## src/rtl/sar_scan_pkg.sv

```systemverilog
`timescale 1ns/1ps
// Shared types for the SAR scan controller.
package sar_scan_pkg;
    // Scan sequencer states
    typedef enum logic [1:0] {
        ST_IDLE   = 2'd0,
        ST_SAMPLE = 2'd1,
        ST_BITS   = 2'd2
    } scan_st_t;
endpackage

```

## src/rtl/sar_cfg_shadow.sv

```systemverilog
`timescale 1ns/1ps
// Staging and active configuration sets.
// Writes go to the staging copy; a commit copies everything into the active
// copy, but only when the sequencer reports a scan boundary. A request made
// away from a boundary is held pending. Assumes boundary is high while idle.
module sar_cfg_shadow #(
    parameter int NUM_CH   = 8,
    parameter int DW       = 10,
    parameter int MIN_BITS = 2,
    parameter int CH_W     = 3,
    parameter int RES_W    = 4,
    parameter int TSEL_W   = 3
) (
    input  logic                       clk,
    input  logic                       rst_n,
    input  logic                       stg_we,
    input  logic [NUM_CH-1:0]          stg_en_mask,
    input  logic [RES_W-1:0]           stg_res_bits,
    input  logic                       stg_continuous,
    input  logic [TSEL_W-1:0]          stg_trig_src,
    input  logic                       stg_trig_fall,
    input  logic                       stg_cmp_we,
    input  logic [CH_W-1:0]            stg_cmp_ch,
    input  logic [DW-1:0]              stg_cmp_val,
    input  logic                       stg_cmp_ge,
    input  logic                       upd_req,
    input  logic                       boundary,
    output logic [NUM_CH-1:0]          act_en_mask,
    output logic [RES_W-1:0]           act_res,
    output logic                       act_continuous,
    output logic [TSEL_W-1:0]          act_trig_src,
    output logic                       act_trig_fall,
    output logic [NUM_CH-1:0][DW-1:0]  act_cmp_val,
    output logic [NUM_CH-1:0]          act_cmp_ge,
    output logic                       upd_pending
);
    logic [NUM_CH-1:0]         s_mask;
    logic [RES_W-1:0]          s_res;
    logic                      s_cont;
    logic [TSEL_W-1:0]         s_src;
    logic                      s_fall;
    logic [NUM_CH-1:0][DW-1:0] s_cval;
    logic [NUM_CH-1:0]         s_cge;
    logic                      commit;

    function automatic logic [RES_W-1:0] clamp_res(input logic [RES_W-1:0] v);
        if (v < RES_W'(MIN_BITS))
            return RES_W'(MIN_BITS);
        else if (v > RES_W'(DW))
            return RES_W'(DW);
        else
            return v;
    endfunction

    assign commit = (upd_req | upd_pending) & boundary;

    // Staged global fields, resolution clamped on entry
    always_ff @(posedge clk) begin
        if (!rst_n) begin
            s_mask <= '0;
            s_res  <= RES_W'(DW);
            s_cont <= 1'b0;
            s_src  <= '0;
            s_fall <= 1'b0;
        end else if (stg_we) begin
            s_mask <= stg_en_mask;
            s_res  <= clamp_res(stg_res_bits);
            s_cont <= stg_continuous;
            s_src  <= stg_trig_src;
            s_fall <= stg_trig_fall;
        end
    end

    // Staged per-channel thresholds and directions
    for (genvar g = 0; g < NUM_CH; g++) begin : g_cmp_stage
        always_ff @(posedge clk) begin
            if (!rst_n) begin
                s_cval[g] <= '0;
                s_cge[g]  <= 1'b0;
            end else if (stg_cmp_we && stg_cmp_ch == CH_W'(g)) begin
                s_cval[g] <= stg_cmp_val;
                s_cge[g]  <= stg_cmp_ge;
            end
        end
    end

    // Deferred-update flag
    always_ff @(posedge clk) begin
        if (!rst_n)
            upd_pending <= 1'b0;
        else if (commit)
            upd_pending <= 1'b0;
        else if (upd_req)
            upd_pending <= 1'b1;
    end

    // Active set, loaded only on commit
    always_ff @(posedge clk) begin
        if (!rst_n) begin
            act_en_mask    <= '0;
            act_res        <= RES_W'(DW);
            act_continuous <= 1'b0;
            act_trig_src   <= '0;
            act_trig_fall  <= 1'b0;
            act_cmp_val    <= '0;
            act_cmp_ge     <= '0;
        end else if (commit) begin
            act_en_mask    <= s_mask;
            act_res        <= s_res;
            act_continuous <= s_cont;
            act_trig_src   <= s_src;
            act_trig_fall  <= s_fall;
            act_cmp_val    <= s_cval;
            act_cmp_ge     <= s_cge;
        end
    end

    // A pending update is taken at the first boundary
    p_pending_commits_r10: assert property (@(posedge clk) disable iff (!rst_n)
        (upd_pending && boundary) |=> !upd_pending);

    // Active configuration never moves inside a scan
    p_active_frozen_r9: assert property (@(posedge clk) disable iff (!rst_n)
        !boundary |=> ($stable(act_res) && $stable(act_en_mask) && $stable(act_continuous)));

    // Active resolution always within the legal range
    p_res_in_range_r11: assert property (@(posedge clk) disable iff (!rst_n)
        (act_res >= RES_W'(MIN_BITS)) && (act_res <= RES_W'(DW)));
endmodule

```

## src/rtl/sar_trig_sel.sv

```systemverilog
`timescale 1ns/1ps
// Trigger source selection and edge detection.
// Code 0 selects nothing; code k selects line k-1. The previous level of
// every line is registered each cycle, so switching source never invents an
// edge from stale history. Assumes trigger lines are already synchronous.
module sar_trig_sel #(
    parameter int NUM_TRIG = 4,
    parameter int TSEL_W   = 3
) (
    input  logic                 clk,
    input  logic                 rst_n,
    input  logic [NUM_TRIG-1:0]  trig_in,
    input  logic [TSEL_W-1:0]    src,
    input  logic                 fall,
    output logic                 hit
);
    logic [NUM_TRIG-1:0] prev;

    // Previous level of each trigger line
    always_ff @(posedge clk) begin
        if (!rst_n)
            prev <= '0;
        else
            prev <= trig_in;
    end

    // Edge of the selected line in the selected polarity
    always_comb begin
        hit = 1'b0;
        for (int i = 0; i < NUM_TRIG; i++) begin
            if (src == TSEL_W'(i + 1))
                hit = fall ? (prev[i] & ~trig_in[i]) : (trig_in[i] & ~prev[i]);
        end
    end

    // A hit always coincides with a level change on some line
    p_hit_is_edge_r6: assert property (@(posedge clk) disable iff (!rst_n)
        hit |-> (trig_in != prev));
endmodule

```

## src/rtl/sar_bit_engine.sv

```systemverilog
`timescale 1ns/1ps
// Successive-approximation register.
// load clears the code and places the trial bit at the MSB; each step keeps
// or drops the trial bit per the comparator and moves it one place down.
// last marks the trial at the lowest bit of the active resolution.
// Assumes res is in range and constant during a conversion.
module sar_bit_engine #(
    parameter int DW    = 10,
    parameter int RES_W = 4
) (
    input  logic              clk,
    input  logic              rst_n,
    input  logic              load,
    input  logic              step,
    input  logic [RES_W-1:0]  res,
    input  logic              cmp_in,
    output logic [DW-1:0]     trial_code,
    output logic [DW-1:0]     conv_next,
    output logic              last
);
    logic [DW-1:0] code;
    logic [DW-1:0] trial;
    logic [DW-1:0] lsb_one;

    assign lsb_one    = DW'(1) << (DW - int'(res));
    assign trial_code = code | trial;
    assign conv_next  = cmp_in ? (code | trial) : code;
    assign last       = (trial == lsb_one);

    // Binary search registers
    always_ff @(posedge clk) begin
        if (!rst_n) begin
            code  <= '0;
            trial <= '0;
        end else if (load) begin
            code  <= '0;
            trial <= {1'b1, {(DW-1){1'b0}}};
        end else if (step) begin
            code  <= conv_next;
            trial <= trial >> 1;
        end
    end

    // Exactly one trial bit while stepping
    p_trial_onehot_r1: assert property (@(posedge clk) disable iff (!rst_n)
        step |-> ($countones(trial) == 1));

    // No decided bit below the current trial position
    p_low_bits_clear_r1: assert property (@(posedge clk) disable iff (!rst_n)
        step |-> ((code & (trial - DW'(1))) == '0));
endmodule

```

## src/rtl/sar_scan_ctrl.sv

```systemverilog
`timescale 1ns/1ps
// Multi-channel SAR scan controller (top).
// Sequences the enabled channels in ascending order: one sample cycle, then
// N bit cycles per channel. Stores results and compare flags per channel and
// arbitrates starts, triggers, continuous re-arm and power-down.
// Assumes an external comparator returns cmp_in = (input >= dac_code) within
// the same cycle.
module sar_scan_ctrl
    import sar_scan_pkg::*;
#(
    parameter int NUM_CH   = 8,
    parameter int DW       = 10,
    parameter int MIN_BITS = 2,
    parameter int NUM_TRIG = 4,
    parameter int CH_W     = $clog2(NUM_CH),
    parameter int RES_W    = $clog2(DW + 1),
    parameter int TSEL_W   = $clog2(NUM_TRIG + 1)
) (
    input  logic                 clk,
    input  logic                 rst_n,
    input  logic                 stg_we,
    input  logic [NUM_CH-1:0]    stg_en_mask,
    input  logic [RES_W-1:0]     stg_res_bits,
    input  logic                 stg_continuous,
    input  logic [TSEL_W-1:0]    stg_trig_src,
    input  logic                 stg_trig_fall,
    input  logic                 stg_cmp_we,
    input  logic [CH_W-1:0]      stg_cmp_ch,
    input  logic [DW-1:0]        stg_cmp_val,
    input  logic                 stg_cmp_ge,
    input  logic                 upd_req,
    output logic                 upd_pending,
    input  logic                 sw_start,
    input  logic [NUM_TRIG-1:0]  trig_in,
    input  logic                 power_down,
    output logic [CH_W-1:0]      mux_sel,
    output logic                 sample_en,
    output logic [DW-1:0]        dac_code,
    input  logic                 cmp_in,
    output logic                 busy,
    output logic                 scan_done,
    input  logic [CH_W-1:0]      rd_ch,
    output logic [DW-1:0]        rd_data,
    output logic [NUM_CH-1:0]    cmp_flags
);
    scan_st_t                  state;
    logic [CH_W-1:0]           cur_ch;
    logic                      rearm;
    logic                      done_q;
    logic [DW-1:0]             res_q [NUM_CH];

    logic [NUM_CH-1:0]         act_en_mask;
    logic [RES_W-1:0]          act_res;
    logic                      act_continuous;
    logic [TSEL_W-1:0]         act_trig_src;
    logic                      act_trig_fall;
    logic [NUM_CH-1:0][DW-1:0] act_cmp_val;
    logic [NUM_CH-1:0]         act_cmp_ge;

    logic                      trig_hit;
    logic                      start_req;
    logic                      go_sample;
    logic                      store;
    logic                      scan_end;
    logic                      boundary;
    logic [CH_W-1:0]           first_ch;
    logic [CH_W-1:0]           next_ch;
    logic                      has_next;
    logic [DW-1:0]             trial_code;
    logic [DW-1:0]             conv_next;
    logic                      eng_last;

    sar_cfg_shadow #(
        .NUM_CH(NUM_CH), .DW(DW), .MIN_BITS(MIN_BITS),
        .CH_W(CH_W), .RES_W(RES_W), .TSEL_W(TSEL_W)
    ) u_cfg (
        .clk(clk), .rst_n(rst_n),
        .stg_we(stg_we), .stg_en_mask(stg_en_mask), .stg_res_bits(stg_res_bits),
        .stg_continuous(stg_continuous), .stg_trig_src(stg_trig_src),
        .stg_trig_fall(stg_trig_fall), .stg_cmp_we(stg_cmp_we),
        .stg_cmp_ch(stg_cmp_ch), .stg_cmp_val(stg_cmp_val), .stg_cmp_ge(stg_cmp_ge),
        .upd_req(upd_req), .boundary(boundary),
        .act_en_mask(act_en_mask), .act_res(act_res),
        .act_continuous(act_continuous), .act_trig_src(act_trig_src),
        .act_trig_fall(act_trig_fall), .act_cmp_val(act_cmp_val),
        .act_cmp_ge(act_cmp_ge), .upd_pending(upd_pending)
    );

    sar_trig_sel #(.NUM_TRIG(NUM_TRIG), .TSEL_W(TSEL_W)) u_trig (
        .clk(clk), .rst_n(rst_n), .trig_in(trig_in),
        .src(act_trig_src), .fall(act_trig_fall), .hit(trig_hit)
    );

    sar_bit_engine #(.DW(DW), .RES_W(RES_W)) u_sar (
        .clk(clk), .rst_n(rst_n), .load(go_sample), .step(state == ST_BITS),
        .res(act_res), .cmp_in(cmp_in), .trial_code(trial_code),
        .conv_next(conv_next), .last(eng_last)
    );

    // Lowest enabled channel, and lowest enabled channel above the current one
    always_comb begin
        first_ch = '0;
        next_ch  = '0;
        has_next = 1'b0;
        for (int i = NUM_CH - 1; i >= 0; i--) begin
            if (act_en_mask[i]) begin
                first_ch = CH_W'(i);
                if (i > int'(cur_ch)) begin
                    next_ch  = CH_W'(i);
                    has_next = 1'b1;
                end
            end
        end
    end

    // Scan start, channel hand-over and scan-boundary decode
    always_comb begin
        start_req = (sw_start | trig_hit | (rearm & act_continuous))
                    & ~power_down & (|act_en_mask);
        store     = (state == ST_BITS) & eng_last & ~power_down;
        scan_end  = store & ~has_next;
        go_sample = ~power_down & (((state == ST_IDLE) & start_req) | (store & has_next));
        boundary  = (state == ST_IDLE) | scan_end;
    end

    // Scan sequencer
    always_ff @(posedge clk) begin
        if (!rst_n) begin
            state  <= ST_IDLE;
            cur_ch <= '0;
            rearm  <= 1'b0;
            done_q <= 1'b0;
        end else if (power_down) begin
            state  <= ST_IDLE;
            rearm  <= 1'b0;
            done_q <= 1'b0;
        end else begin
            done_q <= 1'b0;
            unique case (state)
                ST_IDLE: begin
                    rearm <= 1'b0;
                    if (start_req) begin
                        state  <= ST_SAMPLE;
                        cur_ch <= first_ch;
                    end
                end
                ST_SAMPLE: state <= ST_BITS;
                ST_BITS: begin
                    if (eng_last) begin
                        if (has_next) begin
                            state  <= ST_SAMPLE;
                            cur_ch <= next_ch;
                        end else begin
                            state  <= ST_IDLE;
                            done_q <= 1'b1;
                            rearm  <= 1'b1;
                        end
                    end
                end
                default: state <= ST_IDLE;
            endcase
        end
    end

    // Per-channel result and compare flag, written on the final bit
    for (genvar g = 0; g < NUM_CH; g++) begin : g_chan
        always_ff @(posedge clk) begin
            if (!rst_n) begin
                res_q[g]     <= '0;
                cmp_flags[g] <= 1'b0;
            end else if (store && cur_ch == CH_W'(g)) begin
                res_q[g]     <= conv_next;
                cmp_flags[g] <= act_cmp_ge[g] ? (conv_next >= act_cmp_val[g])
                                              : (conv_next <  act_cmp_val[g]);
            end
        end
    end

    assign mux_sel   = cur_ch;
    assign sample_en = (state == ST_SAMPLE);
    assign dac_code  = (state == ST_BITS) ? trial_code : '0;
    assign busy      = (state != ST_IDLE);
    assign scan_done = done_q;
    assign rd_data   = res_q[rd_ch];

    // Power-down parks the analog interface on the next cycle
    p_pd_idle_r12: assert property (@(posedge clk) disable iff (!rst_n)
        power_down |=> (!busy && !sample_en && dac_code == '0));

    // Done is a single-cycle pulse outside the busy window
    p_done_pulse_r4: assert property (@(posedge clk) disable iff (!rst_n)
        scan_done |-> (!busy ##1 !scan_done));

    // Only enabled channels are sampled
    p_mux_enabled_r3: assert property (@(posedge clk) disable iff (!rst_n)
        sample_en |-> act_en_mask[mux_sel]);

    // Hand-over goes to a higher channel
    p_ascending_r3: assert property (@(posedge clk) disable iff (!rst_n)
        (store && has_next) |=> (sample_en && mux_sel > $past(mux_sel)));

    // Sample phase lasts one cycle and keeps the channel
    p_sample_one_cycle_r2: assert property (@(posedge clk) disable iff (!rst_n)
        (sample_en && !power_down) |=> (!sample_en && busy && $stable(mux_sel)));
endmodule

```

## config.mk

```make
export PLATFORM = sky130hd
export DESIGN_NAME = sar_scan_ctrl
export DESIGN_NICKNAME = d
export VERILOG_FILES = /design/src/rtl/sar_scan_pkg.sv /design/src/rtl/sar_cfg_shadow.sv /design/src/rtl/sar_trig_sel.sv /design/src/rtl/sar_bit_engine.sv /design/src/rtl/sar_scan_ctrl.sv
export SDC_FILE = /design/constraint.sdc
export NUM_CORES = 1
export LEC_CHECK = 0
export ABC_AREA = 1
export BUFFER_PORTS_ARGS = -buffer_cell sky130_fd_sc_hd__buf_2
export CAP_MARGIN = 15
export CORE_MARGIN = 5
export CORE_UTILIZATION = 50
export DETAILED_ROUTE_END_ITERATION = 8
export GPL_TIMING_DRIVEN = 0
export PLACE_DENSITY_LB_ADDON = 0.2
export RECOVER_POWER = 100
export SLEW_MARGIN = 20
export SYNTH_ARGS = -nofsm -noshare
export SYNTH_HDL_FRONTEND = slang
export SYNTH_SLANG_ARGS = --single-unit
```

## constraint.sdc

```tcl
create_clock -name clk -period 2.98 [get_ports clk]
set_input_delay 0.447 -clock clk [delete_from_list [all_inputs] [get_ports clk]]
set_output_delay 0.447 -clock clk [all_outputs]
set_load 0.02 [all_outputs]
```

== Word-level counts from Yosys, hierarchy flattened ==
Memories as Yosys holds them, arrays and structs flattened.
Index checks and enable logic that the tools add are counted.

* Logic and storage cells: 283
* Input port bits: 46
* Bits in registers: 250
* Memories kept: 1
* Output and inout port bits: 35
* RAM bits: 80

* Shift operators: 1
* Bitwise operators: 45
* Add/sub/neg operators: 1
* Muxes and demuxes: 103
* Equality and inequality tests: 25
* Magnitude comparators: 25
* Reductions and logical operators: 30

{| class="wikitable"
|+ Memories
! name !! depth !! bits a word !! rd ports !! clocked after memory_dff !! write ports !! RTL line !! text
|-
| res_q || 8 || 10 || 1 || 0 || 8 || sar_scan_ctrl.sv:50 || <nowiki>logic [DW-1:0] res_q [NUM_CH];</nowiki>
|}

{| class="wikitable"
|+ Operator list
! cell !! count
|-
| two-way mux 10 bit || 12
|-
| >= comparator 10 bit || 8
|-
| less-than comparator 10 bit || 8
|-
| two-way mux 3 bit || 25
|-
| two-way mux 1 bit || 59
|-
| left shift 1 x 32 -> 10 bit (first input constant) || 1
|-
| == test 3 bit (second input constant) || 9
|-
| AND 1 bit || 18
|-
| == test 3 x 2 -> 1 bit (second input constant) || 6
|-
| logical AND 1 bit || 16
|-
| NOT 1 bit || 13
|-
| OR 1 bit || 13
|-
| > comparator 3 bit (first input constant) || 4
|-
| == test 10 bit || 1
|-
| OR 10 bit || 1
|-
| == test 3 x 1 -> 1 bit (second input constant) || 3
|-
| two-way mux 4 bit || 2
|-
| inequality test 2 bit (second input constant) || 4
|-
| OR reduction 8 bit || 1
|-
| > comparator 2 x 3 -> 1 bit (first input constant) || 2
|-
| zero test 3 bit || 2
|-
| case mux 2 bit (3 select lines) || 1
|-
| case mux 3 bit (2 select lines) || 1
|-
| nonzero test 2 bit || 3
|-
| other kinds (14) || 17
|}

== Logic depth before layout (Yosys ltp) ==
* Word-level depth: 20
* Depth in mapped cells: 18
* Depth with buffers taken out: 17

== Modules after synthesis ==
From an unflattened synthesis, not the netlist that was laid out.

* Cells, all modules: 2043
* Area total of the unflattened synthesis: 15429.8 um2

{| class="wikitable"
|+ Modules (own cells, without submodules)
! module !! seq. area each (um2) !! times used !! cells an instance !! area an instance (um2)
|-
| sar_cfg_shadow || 4224.1 || 1 || 947 || 7360.8
|-
| sar_scan_ctrl || 2702.6 || 1 || 872 || 6666.4
|-
| sar_bit_engine || 400.4 || 1 || 179 || 1158.6
|-
| sar_trig_sel || 80.1 || 1 || 45 || 244.0
|}

== Worst setup path before layout ==
Ideal clock, no wire load.

* Path type: input port to flip-flop
* Start: in cmp_in
* End: reg cmp_flags[3]
* Data arrival time: 2.481 ns
* Cell stages on the path: 11
* Path slack: 0.378 ns
* Path through: clkbuf_1 a21oi_1 inv_1 ha_1 nand4_1 inv_1 nand4_1 o211ai_1 mux2_2 inv_1 o21ai_0

* Word-level cells in the longest chain between the ends: 3

{| class="wikitable"
|+ Ends and longest elaborated chain
! what !! RTL line !! text
|-
| from (decl) || sar_scan_ctrl.sv:39 || <nowiki>input logic cmp_in,</nowiki>
|-
| two-way mux 10 bit (*) || sar_bit_engine.sv:27 || <nowiki>assign conv_next = cmp_in ? (code | trial) : code;</nowiki>
|-
| named net conv_next[8] || sar_scan_ctrl.sv:70 || <nowiki>logic [DW-1:0] conv_next;</nowiki>
|-
| less-than comparator 10 bit / >= comparator 10 bit (equally long branches) || sar_scan_ctrl.sv:174, sar_scan_ctrl.sv:173 ||
|-
| two-way mux 1 bit (*) || sar_scan_ctrl.sv:173 || <nowiki>cmp_flags[g] <= act_cmp_ge[g] ? (conv_next >= act_cmp_val[g])</nowiki>
|-
| to (signal, indexed assignment) || sar_scan_ctrl.sv:173 ||
|-
| to (decl) || sar_scan_ctrl.sv:44 || <nowiki>output logic [NUM_CH-1:0] cmp_flags</nowiki>
|}

Mark *: on every way through the listed nets, which the timed path passes. The rest lies on a longest branch.
A chain may end at the register's enable or synchronous reset.

== Final worst setup path ==
* Start: in cmp_in
* End: reg cmp_flags[1]

The elaborated chain is that of the path after synthesis.

==> results.py <==
metrics = {
    "finish": {
        "fin_cells": 2667,
        "drive_above_1_share": 0.09890,
        "fin_nets": 2366,
        "final_area_um2": 18420,
        "diodes": 0,
        "syn_to_final_growth_pct": 15.25,
    },
    "logic_synthesis": {
        "synth_area_leaders": "dfxtp_1 31%, edfxtp_1 15%, a21oi_1 8.1%, nor2_1 7.9%, inv_1 6.4%",
        "synth-main-ff-cell": "dfxtp_1",
        "synthArstFlopShare": 0,
        "ys_seq_area_frac": 0.4633,
        "synthCells": 2100,
        "yosys_warnings": 0,
        "synth_edf_count": 80,
        "ys_ff_latch": 330,
        "synthesis.nets": 2227,
        "synth_top_area_frac": 0.3131,
        "synth.distinct_cells": 40,
        "syn_avg_cell_area_um2": 7.613,
        "syn_area_um2": 15990,
        "synth_top_area_cell": "dfxtp_1",
    },
    "clock_network": {
        "cts_buffer_depth": 3,
        "cts_sinks": 330,
        "ctsHoldBuffers": 0,
        "cts_buffers": 37,
        "h-tree-depth": 2,
        "cts.clk_slew.worst_paths_ns": 0.06,
        "clk_latency_ns": 0.52,
        "cts_root_buffer": "clkbuf_16",
        "cts_tree": "built",
    },
    "setup_path": {
        "start_kind": "input port",
        "crit_type": "input port to flip-flop",
        "crit_required_ns": 3.38,
        "arrival_ns": 3.26,
        "r2r_cells": 11,
        "end_kind": "flip-flop",
        "worstPathMaxFanout": 10,
    },
    "hold_path": {
        "hp-class": "input port to flip-flop",
        "holdPathStages": 3,
    },
    "floorplan": {
        "start_util": 0.5066,
        "ios": 81,
        "dieArea_um2": 35650,
        "num_rows": 65,
        "fp.dieW_um": 188.8,
        "die_h_um": 188.8,
        "core-area_um2": 31560,
    },
    "grt": {
        "grt_pass1_vias": 13446,
        "grt_usage": 0.2489,
        "grt.met1_usage": 0.3254,
        "grt_pass1_wl_mm": 71.07,
        "busiest_layer": "met2",
        "grt_max_degree": 17,
        "met2_usage": 0.4199,
        "antenna_found_initial": 0,
        "grt_overflow": 0,
        "use_met3": 0.03409,
    },
    "sta": {
        "tightestPinTransition_ns": 0.9414,
        "max_freq_mhz": 349.7,
        "finalCriticalPeriod_ns": 2.860,
        "max_slew_margin": 0.3724,
        "skew_ns": 0.01491,
        "setup_viol": 0,
        "rsz0062_at_grt": "true",
        "drv_slew": 0,
        "setup_ws_ns": 0.1201,
        "hold_violations": 0,
        "fin_crit_sh": 0.9597,
    },
    "route": {
        "num_vias": 14404,
        "viasPerCell": 5.401,
        "totalWireLength_mm": 45.75,
        "dr.pass1.iters": 6,
        "first_iter_violations": 975,
        "wl_per_cell_um": 17.15,
        "postRouteAntennaNets": 0,
        "drcViolationCount": 0,
    },
    "pwr": {
        "power_uw": 10890,
        "power_density_nw_per_um2": 591.2,
        "ir_worst_vdd_uv": 411.2,
        "p_leak_uw": 0.007742,
    },
    "placement": {
        "io_buffers": 80,
        "place_congestion": 0.8795,
        "place_ws_ns": -1.030,
        "placedCellCount": 2582,
        "dpl_cell_area_um2": 16900,
        "dp_hpwl_mm": 31.96,
    },
    "job": {
        "maxCapViolations": 0,
    },
    "status": {
        "status": "finished, final reports clean",
    },
}
[flip-flops by register name (all words and copies together) (netlist names), 8 cells and up]
signal / cells
u_sar.code: 10
res_q: 80
u_sar.trial: 10
u_cfg.s_mask: 8
u_cfg.s_cval: 80
u_cfg.act_cmp_ge: 8
cmp_flags: 8
u_cfg.act_en_mask: 8
u_cfg.s_cge: 8
u_cfg.act_cmp_val: 80
[metrics by stage]
stage,setup TNS [ns],hold WS (ns),util
after floorplan,0,0.4289,-
after CTS,-0.04146,0.1261,0.5782
final,0,0.1346,0.5839
after detailed placement,-37.95,0.4469,0.5356
after global routing,-0.7424,0.1488,0.5839
after global placement,-40.11,0.4395,0.5353
[worst max-delay path, stage by stage]
cell and delay, ns:
buf_2 0.12, clkbuf_2 0.36, a21oi_4 0.45, inv_1 0.41, ha_1 0.44, a21oi_1 0.07, o21a_1 0.16, o21ai_0 0.14
nand2_1 0.07, a21oi_1 0.18, nor2_1 0.06, nand2_1 0.05, nand2_1 0.11, nand3_1 0.11, nand2_1 0.06
[where the power goes]
part           internal (uW)  switching, uW
clock                   2680           1810
sequential              4800            122
combinational            505            979
[worst paths after layout]
| path | endpoint | slack [ns] | from |
|---|---|---|---|
| max | cmp_flags[1] | 0.12 | cmp_in |
| min | u_trig.prev[2] | 0.13 | trig_in[2] |
| max reg2reg | cmp_flags[3] | 0.13 | u_sar.trial[9] |
| min reg2reg | u_cfg.s_cval[1] | 0.45 | u_cfg.s_cval[1] |
[layer usage]
layer,vias up,wire length (um),part of all wire
li1,7205,-,-
met5,-,0,0
met2,416,21580,0.47
met3,110,2739,0.060
met4,0,1658,0.036
met1,6673,19770,0.43
[area by class of cell]
| type | count | area (um2) |
|---|---|---|
| tap | 402 | 503.0 |
| sequential | 330 | 7408 |
| multi-input combinational | 1380 | 7132 |
| buffer | 116 | 580.6 |
| inverter | 274 | 1059 |
| clock buffer | 49 | 1062 |
| fill | 2951 | 13130 |
| clock inverter | 16 | 137.6 |
| timing repair buffer | 100 | 541.8 |
[placed cells by master, fill, tap and decap left out, types with 4 or more instances in the layout]
master and count:
buf_6 13, clkinvlp_4 12, nor2_1 337, a21oi_4 9, nor2_2 5, clkinv_2 6
o211ai_1 4, nand3_1 148, nand2_1 247, a31oi_1 16, buf_2 68, clkbuf_1 95
ha_1 81, nor2_4 4, nand2_4 6, clkinv_1 4, nand2_2 9, a21oi_1 249
edfxtp_1 80, o22ai_1 10, nor3_1 22, nand4_1 16, dfxtp_1 249, clkbuf_16 38
o21ai_0 186, buf_4 29, buf_1 11, clkbuf_8 7, a211oi_1 5, inv_1 264
[cells in the mapped netlist, types with 2 or more instances]
cell type  count
a211oi_1       5
a21o_1         3
a21oi_1      259
a31oi_1       16
buf_1         13
buf_2          5
buf_4         10
buf_6         13
clkbuf_1      75
dfxtp_1      250
edfxtp_1      80
ha_1          81
inv_1        272
mux2i_1        2
nand2_1      255
nand2_2        7
nand3_1      148
nand3_2        3
nand4_1       16
nor2_1       338
nor2_2         4
nor2_4         4
nor3_1        22
o2111ai_1      3
o211ai_1       4
o21a_1         2
o21ai_0      187
o21ai_2        2
o22ai_1       10
[logic make-up after synthesis]
group	Yosys count	share of synthesized area
adder cells (fa/ha/maj)	81	0.06340
flip-flops	330	0.4633
multiplexers	3	0.001957
buffers and inverters	390	0.1004
XOR/XNOR	1	0.0005480
AO/OA/AOI/OAI	496	0.1619
AND/OR/NAND/NOR	799	0.2085
[what timing repair did]
| item | in CTS | in global routing |
|---|---|---|
| endpoints found under the hold margin | 0 | 0 |
| setup buffers | 11 | 9 |
| gates resized for setup | 20 | 26 |
| pin swaps | 0 | 3 |
| endpoints found under the setup margin | 58 | 182 |
(Power assumes the default switching activity.)
